<file path="config.mk">
export PLATFORM = sky130hd
export DESIGN_NAME = asrt_stop_ctrl
export DESIGN_NICKNAME = d
export VERILOG_FILES = /design/src/rtl/asrt_pkg.sv /design/src/rtl/asrt_gate.sv /design/src/rtl/asrt_status.sv /design/src/rtl/asrt_scan.sv /design/src/rtl/asrt_stop_ctrl.sv
export SDC_FILE = /design/constraint.sdc
export NUM_CORES = 1
export LEC_CHECK = 0
export ABC_AREA = 1
export BUFFER_PORTS_ARGS = -buffer_cell sky130_fd_sc_hd__buf_2
export CORE_ASPECT_RATIO = 0.7
export CORE_MARGIN = 2
export CORE_UTILIZATION = 49
export DETAILED_ROUTE_END_ITERATION = 8
export PLACE_DENSITY = 0.8
export SLEW_MARGIN = 20
export SYNTH_ARGS = -nofsm -noshare
export SYNTH_HDL_FRONTEND = slang
export SYNTH_SLANG_ARGS = --single-unit
</file>
<file path="constraint.sdc">
create_clock -name clk_i -period 0.8 [get_ports clk_i]
set_input_delay 0.04 -clock clk_i [delete_from_list [all_inputs] [get_ports clk_i]]
set_output_delay 0.04 -clock clk_i [all_outputs]
set_load 0.01 [all_outputs]
</file>
<file path="src/rtl/asrt_pkg.sv">
package asrt_pkg;
  typedef enum logic [1:0] {
    SCAN_IDLE    = 2'd0,
    SCAN_CAPTURE = 2'd1,
    SCAN_SHIFT   = 2'd2
  } scan_op_e;
endpackage

</file>
<file path="src/rtl/asrt_gate.sv">
module asrt_gate #(
  parameter int unsigned N_ASRT = 16,
  parameter int unsigned N_GRP  = 4,
  parameter logic [N_ASRT-1:0] ERR_MASK = '0
) (
  input  logic [N_ASRT-1:0] fire_i,
  input  logic [N_GRP-1:0]  grp_en_i,
  output logic [N_ASRT-1:0] fire_eff_o,
  output logic              err_hit_o
);
  localparam int unsigned GRP_SIZE = N_ASRT / N_GRP;

  logic [N_ASRT-1:0] en_exp;

  for (genvar i = 0; i < N_ASRT; i++) begin : g_map
    assign en_exp[i] = grp_en_i[i / GRP_SIZE];
  end

  assign fire_eff_o = fire_i & en_exp;
  assign err_hit_o  = |(fire_eff_o & ERR_MASK);
endmodule

</file>
<file path="src/rtl/asrt_status.sv">
module asrt_status #(
  parameter int unsigned N_ASRT = 16
) (
  input  logic              clk_i,
  input  logic              rst_ni,
  input  logic [N_ASRT-1:0] fire_eff_i,
  input  logic              err_hit_i,
  input  logic              capture_i,
  input  logic              halt_clr_i,
  output logic [N_ASRT-1:0] status_o,
  output logic              halt_o
);
  logic [N_ASRT-1:0] status_q;
  logic              halt_q;

  // capture clears, but a fire in the same cycle survives
  always_ff @(posedge clk_i or negedge rst_ni) begin
    if (!rst_ni) status_q <= '0;
    else if (capture_i) status_q <= fire_eff_i;
    else status_q <= status_q | fire_eff_i;
  end

  always_ff @(posedge clk_i or negedge rst_ni) begin
    if (!rst_ni) halt_q <= 1'b0;
    else if (err_hit_i) halt_q <= 1'b1;
    else if (halt_clr_i) halt_q <= 1'b0;
  end

  assign status_o = status_q;
  assign halt_o   = halt_q;
endmodule

</file>
<file path="src/rtl/asrt_scan.sv">
module asrt_scan
  import asrt_pkg::*;
#(
  parameter int unsigned N_ASRT = 16,
  parameter int unsigned N_GRP  = 4,
  parameter logic [N_GRP-1:0] GRP_EN_RST = '1
) (
  input  logic              clk_i,
  input  logic              rst_ni,
  input  logic              capture_i,
  input  logic              shift_i,
  input  logic              update_i,
  input  logic              scan_in_i,
  input  logic [N_ASRT-1:0] status_i,
  output logic [N_ASRT-1:0] chain_o,
  output logic [N_GRP-1:0]  grp_en_o,
  output logic              scan_out_o
);
  scan_op_e          op;
  logic [N_ASRT-1:0] chain_q;
  logic [N_GRP-1:0]  grp_en_q;

  always_comb begin
    if (capture_i)    op = SCAN_CAPTURE;
    else if (shift_i) op = SCAN_SHIFT;
    else              op = SCAN_IDLE;
  end

  always_ff @(posedge clk_i or negedge rst_ni) begin
    if (!rst_ni) chain_q <= '0;
    else begin
      unique case (op)
        SCAN_CAPTURE: chain_q <= status_i;
        SCAN_SHIFT:   chain_q <= {scan_in_i, chain_q[N_ASRT-1:1]};
        default:      chain_q <= chain_q;
      endcase
    end
  end

  always_ff @(posedge clk_i or negedge rst_ni) begin
    if (!rst_ni) grp_en_q <= GRP_EN_RST;
    else if (update_i) grp_en_q <= chain_q[N_GRP-1:0];
  end

  assign chain_o    = chain_q;
  assign grp_en_o   = grp_en_q;
  assign scan_out_o = chain_q[0];
endmodule

</file>
<file path="src/rtl/asrt_stop_ctrl.sv">
module asrt_stop_ctrl #(
  parameter int unsigned N_ASRT = 16,
  parameter int unsigned N_GRP  = 4,
  parameter logic [N_ASRT-1:0] ERR_MASK   = 16'h0F0F,
  parameter logic [N_GRP-1:0]  GRP_EN_RST = '1
) (
  input  logic              clk_i,
  input  logic              rst_ni,
  input  logic [N_ASRT-1:0] fire_i,
  input  logic              scan_capture_i,
  input  logic              scan_shift_i,
  input  logic              scan_update_i,
  input  logic              scan_in_i,
  input  logic              halt_clr_i,
  output logic              scan_out_o,
  output logic              halt_o
);
  logic [N_ASRT-1:0] fire_eff;
  logic              err_hit;
  logic [N_ASRT-1:0] status_q;
  logic [N_ASRT-1:0] chain_q;
  logic [N_GRP-1:0]  grp_en_q;

  asrt_gate #(.N_ASRT(N_ASRT), .N_GRP(N_GRP), .ERR_MASK(ERR_MASK)) u_gate (
    .fire_i     (fire_i),
    .grp_en_i   (grp_en_q),
    .fire_eff_o (fire_eff),
    .err_hit_o  (err_hit)
  );

  asrt_status #(.N_ASRT(N_ASRT)) u_status (
    .clk_i      (clk_i),
    .rst_ni     (rst_ni),
    .fire_eff_i (fire_eff),
    .err_hit_i  (err_hit),
    .capture_i  (scan_capture_i),
    .halt_clr_i (halt_clr_i),
    .status_o   (status_q),
    .halt_o     (halt_o)
  );

  asrt_scan #(.N_ASRT(N_ASRT), .N_GRP(N_GRP), .GRP_EN_RST(GRP_EN_RST)) u_scan (
    .clk_i      (clk_i),
    .rst_ni     (rst_ni),
    .capture_i  (scan_capture_i),
    .shift_i    (scan_shift_i),
    .update_i   (scan_update_i),
    .scan_in_i  (scan_in_i),
    .status_i   (status_q),
    .chain_o    (chain_q),
    .grp_en_o   (grp_en_q),
    .scan_out_o (scan_out_o)
  );
endmodule

</file>
* After elaboration in Yosys (flattened, before gate mapping)
Index checks and enable logic that the tools add are counted.
** Word-level totals
- Register bits :: 37
- Word-level logic and storage cells :: 17
** Cells by class
- Eq/ne operators :: 2
- Muxes and demuxes :: 6
- Bitwise logic cells :: 2
- Reduce and logical (&&, ||, !) cells :: 3
** Operators by type and width (number)
- $pmux 16 s2 :: 1
- $and 16x16->16 :: 1
- $mux 16 :: 1
- $or 16x16->16 :: 1
- $reduce_or 8->1 :: 1
- $mux 2 :: 2
- $reduce_bool 2->1 :: 2
- $eq 2x1->1 const B :: 1
- $eq 2x2->1 const B :: 1
- $mux 1 :: 2

* Longest topological paths before layout
Gate-level depths: netlist of run 1.
- Word-level depth :: 4
- Mapped depth :: 5
- Gate-level depth less buffers :: 4

* Cells and area by module
From an unflattened synthesis of run 1, not the netlist that was laid out.
** Unflattened totals
- Cell total of the unflattened synthesis :: 215
- Area total of the unflattened synthesis :: 1725.4 µm²
** By module, submodules not included
- asrt_scan :: instances 1, cells each 105, area an instance 940.9 µm², sequential area each 505.5 µm²
- asrt_status :: instances 1, cells each 71, area an instance 638.1 µm², sequential area each 425.4 µm²
- asrt_gate :: instances 1, cells each 39, area an instance 146.4 µm², sequential area each 0.0 µm²

* Worst setup path before layout of run 1
No wires, ideal clock.
- Path kind :: register -> register
- Start :: reg u_scan.grp_en_q[0], in the netlist u_scan.grp_en_o[0]
- End :: reg u_status.halt_q, in the netlist u_status.halt_o
- Setup time :: 0.068 ns
- Arrival time :: 0.738 ns
- Required time :: 0.732 ns
- Path slack :: -0.006 ns
- Cell stages (with the launch flop) :: 5
- Clock period less this slack :: 0.806 ns
- Path through :: dfstp_2 nand2_1 nand2_1 nor2_1 nand3_1
** Between the ends
- Longest elaborated chain between the ends :: 3
** Ends and longest elaborated chain
- start: declaration :: RTL line asrt_scan.sv:21 : logic [N_GRP-1:0] grp_en_q;
- start signal: assignment :: RTL line asrt_scan.sv:42 : else if (update_i) grp_en_q <= chain_q[N_GRP-1:0];
- $and 16x16->16 * :: RTL line asrt_gate.sv:19 : assign fire_eff_o = fire_i & en_exp;
- $reduce_or 8->1 * :: RTL line asrt_gate.sv:20 : assign err_hit_o = |(fire_eff_o & ERR_MASK);
- $mux 1 / $reduce_bool 2->1 (equally long branches)
- end signal: assignment :: RTL line asrt_status.sv:24 : if (!rst_ni) halt_q <= 1'b0;
- end signal: assignment :: RTL line asrt_status.sv:25 : else if (err_hit_i) halt_q <= 1'b1;
- end signal: assignment :: RTL line asrt_status.sv:26 : else if (halt_clr_i) halt_q <= 1'b0;
- end: declaration :: RTL line asrt_status.sv:14 : logic halt_q;
Mark *: on every way between the ends. The rest lies on a longest branch, timed or not.
A chain may end at the register's enable or synchronous reset.

* Worst setup path after layout of run 1
Ends and elaborated chain as after synthesis.

==> results of run 1 <==
[what timing repair did]
| item | CTS | global route |
|---|---|---|
| setup buffers | 1 | 0 |
| gates resized for setup | 11 | 20 |
| endpoints found under the setup margin | 14 | 24 |
| endpoints found under the hold margin | 53 | 0 |
| pin swaps | 4 | 5 |
| hold buffers | 15 | 0 |
[area by class of cell]
class	count	area share, %
Sequential cell	37	45.1
Multi-Input combinational cell	114	25.4
Timing Repair Buffer	46	17.5
Clock buffer	7	4.19
Inverter	22	4.00
Tap cell	38	2.31
Clock inverter	1	1.46
[state kept, by name (all words and copies together), names as in the netlist]
signal	flops
u_status.status_o	16
u_scan.chain_o	16
u_scan.grp_en_o	4
u_status.halt_o	1
[path summary, 6_finish.rpt]
path	cells after the start	end	slack [ns]
setup / recovery	4	u_status.halt_o$_DFFE_PN0P_	-0.07
hold / removal	3	u_status.status_o[9]$_DFF_PN0_	-0.0005
setup reg to reg	4	u_status.halt_o$_DFFE_PN0P_	-0.07
hold reg to reg	2	u_scan.chain_o[8]$_DFFE_PN0P_	0.48
max in group asynchronous	3	u_scan.grp_en_o[2]$_DFFE_PN1P_	0.31
min in group asynchronous	3	u_status.status_o[5]$_DFF_PN0_	0.23
[stage by stage]
stage | TNS (ns) | hold WS, ns | area (sq um) | util, % | worst slack [ns]
after detailed placement | -0.292 | 0.0191 | 1750 | 56.9 | -0.0831
final | -0.362 | -0.000472 | 2060 | 66.9 | -0.0749
after global placement | -0.0974 | 0.0204 | 1750 | 56.9 | -0.0354
after CTS | -0.336 | -0.0165 | 2030 | 66.0 | -0.0859
after global routing | -1.21 | 0.0181 | 2060 | 66.9 | -0.140
after floorplan | -0.00637 | -0.256 | 1550 | - | -0.00637
[cells in the final DEF, fill, tap and decap left out]
cell type / synthesis / layout
buf_12: 0 / 3
buf_2: 2 / 24
buf_4: 0 / 4
bufinv_16: 0 / 1
clkbuf_1: 0 / 1
clkbuf_8: 0 / 6
dfrtp_1: 33 / 33
dfstp_2: 4 / 4
dlygate4sd3_1: 0 / 15
inv_1: 21 / 19
inv_2: 1 / 3
nand2_1: 71 / 65
nand2_2: 0 / 6
nand3_1: 17 / 17
nor2_1: 3 / 3
nor2_4: 2 / 2
o21ai_0: 21 / 3
o21ai_1: 0 / 13
o21ai_2: 0 / 5
[critical path: stages (launching register included)]
cell     delay, ns
dfstp_2       0.57
nand2_1       0.07
nand2_1       0.06
nor2_1        0.04
nand3_1       0.07
[cells by family (layout without fill, tap and decap cells)]
group / Yosys count / count (layout) / share of synthesized area (%)
buffers and inverters: 28 / 76 / 8.46
DFF: 37 / 37 / 60.0
AOI/OAI and AO/OA: 21 / 21 / 6.77
and+or+nand+nor: 93 / 93 / 24.8
[report_power, final]
group	switching (mW)	internal, mW
sequential	0.234	2.23
clock	0.646	1.02
combinational	0.400	0.360
total	1.28	3.61
[metal layers]
metal / GRT usage, % / wire length, um / vias to the layer above
li1: - / - / 647
met1: 27.7 / 1580 / 625
met2: 32.3 / 1410 / 30
met3: 5.52 / 154 / 7
met4: 10.7 / 73 / 0
met5: 0 / 0 / -
==> results.tsv, run 1 <==
stage	metric	value	unit
sta	final hold vios	1	
logic_synthesis	async set-or-reset flop fraction in the synthesized netlist	100	%
logic_synthesis	yosys warns	0	
pwr	Pleak	1.01	nW
pwr	Power Dens Cells	2370	mW/mm^2
logic_synthesis	mean post-synth cell area	8.67	sq um
logic_synthesis	#FFs+latches synth	37	
logic_synthesis	Post-synth EDFFs	0	
clocking	cts bufs inserted	5	
clocking	Clock Path Buffers	2	
global_route	first-pass GRT wire length	5.73	mm
global_route	vias in the first global route	1310	
setup_path	Critical Path AT	1.10	ns
die	I/O pin count	25	
route	vias	1309	
sta	skew final	0.00453	ns
min_path	Hold WC Path Type	input pin to register	
cells_and_area	Final nets	249	
placement	dpl hpwl	2.14	mm
setup_path	Worst setup startpoint	u_scan.grp_en_o[0]$_DFFE_PN1P_	
pwr	Peak VDD IR	0.00134	V
sta	fin worst setup slack	-0.0749	ns
logic_synthesis	Mapped Area	0.00155	sq mm
logic_synthesis	syn nets	202	
route	DR WL/cell	12.1	um
setup_path	Setup CP Type	register to register	
route	total wire length	3.21	mm
sta	Tcrit/Tclk final	109	%
logic_synthesis	dominant cell by count in the synthesized netlist	nand2_1	
run	Max Cap Viol	0	
run_status	failing checks	negative hold slack, negative setup slack	
logic_synthesis	register area share after synthesis	60.0	%
clocking	Reg clk slew, reported paths	0.07	ns
route	drt pass-1 iters	4	
die	initial core utilization	50.3	%
placement	Post-Place Cells	241	
cells_and_area	diode count	0	
clocking	htree depth	2	
setup_path	critical path peak fanout	5	
cells_and_area	Reg area	931	sq um
global_route	initial antenna violation count	0	
route	ANT nets after route	0	
setup_path	startpoint types	register	
die	std cell rows	17	
clocking	Root Buffer	clkbuf_8	
clocking	latest clock arrival within the worst-skew pair	0.29	ns
sta	worst hold slack	-0.000472	ns
sta	Slew HR	83.8	%
setup_path	crit end category	register	
cells_and_area	share of layout cells above drive strength 1	25.6	%
sta	RSZ-0062 raised after global routing	yes	
placement	routability-driven placement congestion ratio	0.734	
setup_path	WP data required	1.03	ns
route	1st-iter DRT viols	103	
logic_synthesis	main area contributors after synthesis	dfrtp_1, nand2_1, dfstp_2	
min_path	min-delay src	fire_i[9]	
cells_and_area	Fillers	235	
sta	Final Critical Period	0.875	ns
global_route	largest net degree at the start of global routing	38	
global_route	gr usage total	21.0	%
clocking	CTS Sinks	37	
route	vias per cell	4.94	
sta	Fmax	1140	MHz
run_status	status	finished, violations left	
die	die area	0.00364	sq mm
die	Die H	51.1	um
cells_and_area	Layout area overhead	32.8	%
logic_synthesis	Top FF cell, synth	dfrtp_1	
clocking	TritonCTS clock tree	built	
logic_synthesis	Post-synth top cells	nand2_1, dfrtp_1, inv_1, o21ai_0, nand3_1	
logic_synthesis	Synth top area share	53.2	%
sta	Slew @ Worst Pin	0.243	ns
die	Die W	71.3	um
setup_path	reg2reg start	u_scan.grp_en_o[0]$_DFFE_PN1P_	
sta	# setup viols final	13	
logic_synthesis	Cells after Synth	179	
sta	max-slew violation count	0	
global_route	grt total ovfl	0	
placement	port bufs	24	
pwr	total chip power	4.89	mW
die	Core Footprint	0.00308	sq mm
cells_and_area	area of the multi-input gates	524	sq um
logic_synthesis	Distinct cells, synth	12	
route	DR DRC count	0	
cells_and_area	Post-Layout Cell Count	265	
logic_synthesis	largest area contributor in the netlist	dfrtp_1	
(Power assumes the default switching activity.)
==> run 2, diff against run 1 <==
--- a/config.mk
+++ b/config.mk
@@ -11,5 +11,5 @@
 export CORE_MARGIN = 2
-export CORE_UTILIZATION = 49
+export CORE_UTILIZATION = 50
 export DETAILED_ROUTE_END_ITERATION = 8
-export PLACE_DENSITY = 0.8
+export PLACE_DENSITY = 0.81
 export SLEW_MARGIN = 20
@@ -17,2 +17,3 @@
 export SYNTH_HDL_FRONTEND = slang
+export SYNTH_HIERARCHICAL = 1
 export SYNTH_SLANG_ARGS = --single-unit
==> constraint.sdc (replaced) <==
create_clock -name clk_i -period 0.8 [get_ports clk_i]
set_input_delay 0.16 -clock clk_i [delete_from_list [all_inputs] [get_ports clk_i]]
set_output_delay 0.16 -clock clk_i [all_outputs]
set_load 0.01 [all_outputs]
==> results.tsv, run 2 <==
stage	metric	value	unit
clocking	Root Buffer	clkbuf_8	
route	DR WL/cell	11.0	um
setup_path	WP data required	1.03	ns
clocking	cts bufs inserted	5	
run_status	status	finished, violations left	
pwr	Clock Power Share	33.7	%
die	std cell rows	17	
global_route	initial antenna violation count	0	
global_route	first-pass GRT wire length	5.62	mm
die	die area	0.00393	sq mm
cells_and_area	share of layout cells above drive strength 1	30.4	%
global_route	grt total ovfl	0	
sta	final hold vios	0	
setup_path	startpoint types	register	
sta	skew final	0.0113	ns
setup_path	max incr delay on CP	0.59	ns
pwr	Power Dens Cells	2360	mW/mm^2
pwr	cell-internal power	3.60	mW
cells_and_area	most frequent cells in the layout	nand2_1, dfrtp_1, nand3_1	
route	ANT nets after route	0	
route	drt pass-1 iters	4	
sta	Fmax	1010	MHz
global_route	gr usage total	19.8	%
global_route	vias in the first global route	1232	
pwr	Peak VDD IR	0.00165	V
clocking	Reg clk slew, reported paths	0.06	ns
cells_and_area	Layout area overhead	21.5	%
placement	routability-driven placement congestion ratio	0.796	
route	1st-iter DRT viols	76	
die	Core Footprint	0.00321	sq mm
cells_and_area	Final nets	272	
logic_synthesis	Mapped Area	0.00172	sq mm
placement	Area after DPL	0.00188	sq mm
route	DR DRC count	0	
pwr	Pleak	1.22	nW
setup_path	Critical Path AT	1.22	ns
pwr	Psw	1.32	mW
die	I/O pin count	25	
clocking	Clock Path Buffers	2	
pwr	switching fraction of total power	26.8	%
clocking	TritonCTS clock tree	built	
setup_path	CP Cell Sequence	nand2_2 -> nand2_2 -> nor2_1 -> nand2_1 -> inv_1 -> nand2_1	
setup_path	critical path peak fanout	5	
placement	Post-Place Cells	284	
sta	fin worst setup slack	-0.189	ns
pwr	total chip power	4.92	mW
logic_synthesis	Cells after Synth	214	
die	Die H	53.0	um
clocking	latest clock arrival within the worst-skew pair	0.30	ns
sta	RSZ-0062 raised after global routing	yes	
die	initial core utilization	53.5	%
sta	max-slew violation count	0	
logic_synthesis	mean post-synth cell area	8.03	sq um
pwr	combinational power share	16.4	%
setup_path	CP max stage cell	dfstp_2	
clocking	CTS Sinks	37	
min_path	Hold WC Path Type	input pin to register	
cells_and_area	diode count	0	
route	vias	1362	
run_status	failing checks	negative setup slack	
logic_synthesis	yosys warns	6	
sta	Tcrit/Tclk final	124	%
global_route	largest net degree at the start of global routing	38	
cells_and_area	Finished Cell Area	0.00209	sq mm
placement	dpl hpwl	2.21	mm
setup_path	crit end category	register	
sta	worst hold slack	0.104	ns
logic_synthesis	syn nets	237	
clocking	htree depth	2	
cells_and_area	Final Util	65.0	%
sta	Slew HR	79.2	%
placement	port bufs	24	
route	vias per cell	4.59	
die	Die W	74.1	um
cells_and_area	Post-Layout Cell Count	297	
cells_and_area	most common cell after layout, fill and taps aside	nand2_1	
sta	# setup viols final	17	
pwr	Reg power frac	49.9	%
route	total wire length	3.28	mm
run	Max Cap Viol	0	
sta	Slew @ Worst Pin	0.311	ns
setup_path	Setup CP Type	register to register	
sta	Final Critical Period	0.989	ns
run 2: cell types whose count changed in the layout (fill, tap and decap cells not counted), moves of 3 or more:
cell and delta:
buf_4 +4, dlygate4sd3_1 -14, inv_1 +10, inv_2 +7, nand2_1 +14, nand2_2 +6, nand3_1 +13, o21ai_0 -3
o21ai_1 -13
run 2: per-layer routing:
metal	track usage [%]	vias up	part of all wire, %
li1	-	706	-
met4	6.36	0	1.3
met1	26.0	618	49
met3	6.86	7	5.7
met5	0	-	0
met2	30.8	31	44
run 2: through the flow:
step / setup WS (ns) / TNS (ns)
6_report: -0.189 / -1.45
5_1_grt: -0.247 / -2.39
4_1_cts: -0.189 / -1.07
3_5_place_dp: -0.142 / -1.65
3_3_place_gp: -0.107 / -1.46
2_1_floorplan: -0.0697 / -0.0697
run 2: critical path: cells and delay by family, from the launching register on:
kind / cells / cell delay, ns
flip-flops: 1 / 0.59
AND/OR/NAND/NOR: 5 / 0.30
buffers and inverters: 1 / 0.04
run 2: worst paths after layout:
| kind | from | end | slack [ns] | cells after the start |
|---|---|---|---|---|
| max in group asynchronous | rst_ni | u_scan/grp_en_o[1]$_DFFE_PN1P_ | 0.19 | 3 |
| min | halt_clr_i | u_status/halt_o$_DFFE_PN0P_ | 0.10 | 4 |
| max reg2reg | u_scan/grp_en_o[2]$_DFFE_PN1P_ | u_status/halt_o$_DFFE_PN0P_ | -0.19 | 6 |
| max | u_scan/grp_en_o[2]$_DFFE_PN1P_ | u_status/halt_o$_DFFE_PN0P_ | -0.19 | 6 |
| min in group asynchronous | rst_ni | u_scan/chain_o[7]$_DFFE_PN0P_ | 0.35 | 3 |
| min reg2reg | u_status/status_o[0]$_DFF_PN0_ | u_status/status_o[0]$_DFF_PN0_ | 0.48 | 2 |
run 2: final cells by class:
cell class	count	area, sq um
fillers	265	1120
flip-flops and latches	37	931
multi-input cells	130	607
repair buffers	35	221
inverters	40	153
clock buffers	7	86.3
well taps	47	58.8
clock inverters	1	30.0
run 2: timing repair:
action	in CTS	in global routing
setup endpoints to repair	20	23
buffers inserted	1	3
hold endpoints to repair	33	0
resized for setup	15	15
hold buffers	1	0
pin swaps	21	17
run 2: power groups by stage:
stage                     registers (mW)  clock network [mW]  logic [mW]
after floorplan                     2.44                   0       0.469
after global placement              2.46                   0       0.679
after detailed placement            2.47                   0       0.700
after CTS                           2.45                1.70       0.740
after global routing                2.50                1.78       0.923
final                               2.46                1.66       0.806
==> run 3, diff against run 2 <==
Settings changed: BUFFER_PORTS_ARGS -buffer_cell sky130_fd_sc_hd__buf_2 to -buffer_cell sky130_fd_sc_hd__buf_4, PLACE_DENSITY 0.81 to unset, PLACE_DENSITY_LB_ADDON set to 0.08.
==> results.tsv, run 3 (same netlist as run 2, synthesis figures left out) <==
stage	metric	value	unit
run_status	status	finished, violations left	
run_status	failing checks	negative setup slack	
die	I/O pin count	25	
global_route	vias in the first global route	1314	
route	drt pass-1 iters	4	
setup_path	Critical path buffers and inverters	1	
route	vias per cell	4.66	
cells_and_area	Final Util	67.0	%
setup_path	CP Cell Sequence	nand2_2 -> nand2_2 -> nor2_1 -> nand2_1 -> inv_1 -> nand2_1	
placement	dpl hpwl	2.49	mm
sta	Tcrit/Tclk final	124	%
route	DR WL/cell	12.2	um
setup_path	Critical Path AT	1.22	ns
pwr	Peak VDD IR	0.00152	V
die	die area	0.00393	sq mm
cells_and_area	share of layout cells above drive strength 1	34.6	%
min_path	Hold WC Path Type	input pin to register	
clocking	Reg clk slew, reported paths	0.07	ns
setup_path	startpoint types	register	
global_route	gr usage total	21.9	%
global_route	initial antenna violation count	0	
sta	final hold vios	0	
cells_and_area	most common cell after layout, fill and taps aside	nand2_1	
sta	Final Critical Period	0.990	ns
setup_path	Setup CP Type	register to register	
placement	Post-Place Cells	283	
cells_and_area	Final nets	268	
route	ANT nets after route	0	
clocking	htree depth	2	
route	vias	1364	
die	Die W	74.1	um
placement	port bufs	24	
global_route	first-pass GRT wire length	6.18	mm
cells_and_area	Post-Layout Cell Count	293	
die	Die H	53.0	um
placement	dpl ws	-0.139	ns
clocking	TritonCTS clock tree	built	
sta	Fmax	1010	MHz
sta	setup TNS	-1.38	ns
clocking	Clock Path Buffers	2	
setup_path	critical path peak fanout	5	
clocking	Root Buffer	clkbuf_8	
sta	Slew HR	80.6	%
run	Max Cap Viol	0	
cells_and_area	Fillers	255	
clocking	CTS Sinks	37	
clocking	latest clock arrival within the worst-skew pair	0.29	ns
cells_and_area	most frequent cells in the layout	nand2_1, dfrtp_1, nand3_1	
route	DR DRC count	0	
pwr	total chip power	5.23	mW
cells_and_area	Layout area overhead	25.3	%
die	Core Footprint	0.00321	sq mm
sta	RSZ-0062 raised after global routing	yes	
sta	skew final	0.00331	ns
sta	Slew @ Worst Pin	0.291	ns
setup_path	CP delay by family, top	flip-flops	
placement	Area after DPL	0.00195	sq mm
cells_and_area	diode count	0	
global_route	grt total ovfl	0	
sta	# setup viols final	22	
sta	fin worst setup slack	-0.190	ns
sta	worst hold slack	0.0759	ns
placement	routability-driven placement congestion ratio	0.820	
clocking	cts bufs inserted	5	
die	initial core utilization	53.5	%
setup_path	crit end category	register	
die	std cell rows	17	
setup_path	max incr delay on CP	0.60	ns
route	total wire length	3.57	mm
route	1st-iter DRT viols	117	
sta	max-slew violation count	0	
pwr	Power Dens Cells	2430	mW/mm^2
cells_and_area	Finished Cell Area	0.00215	sq mm
setup_path	WP data required	1.03	ns
pwr	Pleak	1.22	nW
setup_path	CP max stage cell	dfstp_2	
global_route	largest net degree at the start of global routing	24	
-- run 3: changes by cell type in the layout (fill, tap and decap cells not counted), moves of 3 or more --
cell     change
o21ai_2      -3
buf_2       -24
inv_2       +10
o21ai_1      +3
nand2_2      +6
nand2_1      -6
inv_1       -10
buf_4       +18
-- run 3: path summary, 6_finish.rpt --
check	from	to	slack, ns	depth (start not counted)
worst max register to register	u_scan/grp_en_o[2]$_DFFE_PN1P_	u_status/halt_o$_DFFE_PN0P_	-0.19	6
min in group asynchronous	rst_ni	u_status/status_o[1]$_DFF_PN0_	0.27	2
worst min-delay path	scan_update_i	u_scan/grp_en_o[1]$_DFFE_PN1P_	0.08	2
worst min register to register	u_status/status_o[11]$_DFF_PN0_	u_status/status_o[11]$_DFF_PN0_	0.48	2
worst max-delay path	u_scan/grp_en_o[2]$_DFFE_PN1P_	u_status/halt_o$_DFFE_PN0P_	-0.19	6
max in group asynchronous	rst_ni	u_scan/chain_o[6]$_DFFE_PN0P_	0.16	3
-- run 3: final cells by class --
cell class | count | area (sq um) | area share [%]
clock buffer | 5 | 68.8 | 3.20
clock inverter | 3 | 65.1 | 3.02
inverter | 40 | 153 | 7.09
multi-input combinational | 130 | 608 | 28.3
sequential | 37 | 931 | 43.3
tap | 47 | 58.8 | 2.73
timing repair buffer | 31 | 268 | 12.4
-- run 3: what timing repair did --
| item | 4_1_cts | 5_1_grt |
|---|---|---|
| pin swaps | 20 | 20 |
| buffers inserted | 1 | 0 |
| hold endpoints to repair | 37 | 0 |
| hold buffers | 1 | 0 |
| gates resized for setup | 14 | 29 |
| cloned | 0 | 0 |
| setup endpoints to repair | 22 | 23 |
-- run 3: per-layer routing --
metal	wire, um	track usage, %	share of wire (%)
met5	0	0	0
met1	1690	29.6	47
met2	1710	34.4	48
met3	128	5.33	3.6
met4	41	7.58	1.1
-- run 3: power breakdown --
group / total (mW) / switching, mW / internal, mW
registers: 2.47 / 0.247 / 2.23
clock network: 1.89 / 0.656 / 1.24
logic: 0.859 / 0.453 / 0.407
total: 5.23 / 1.35 / 3.87
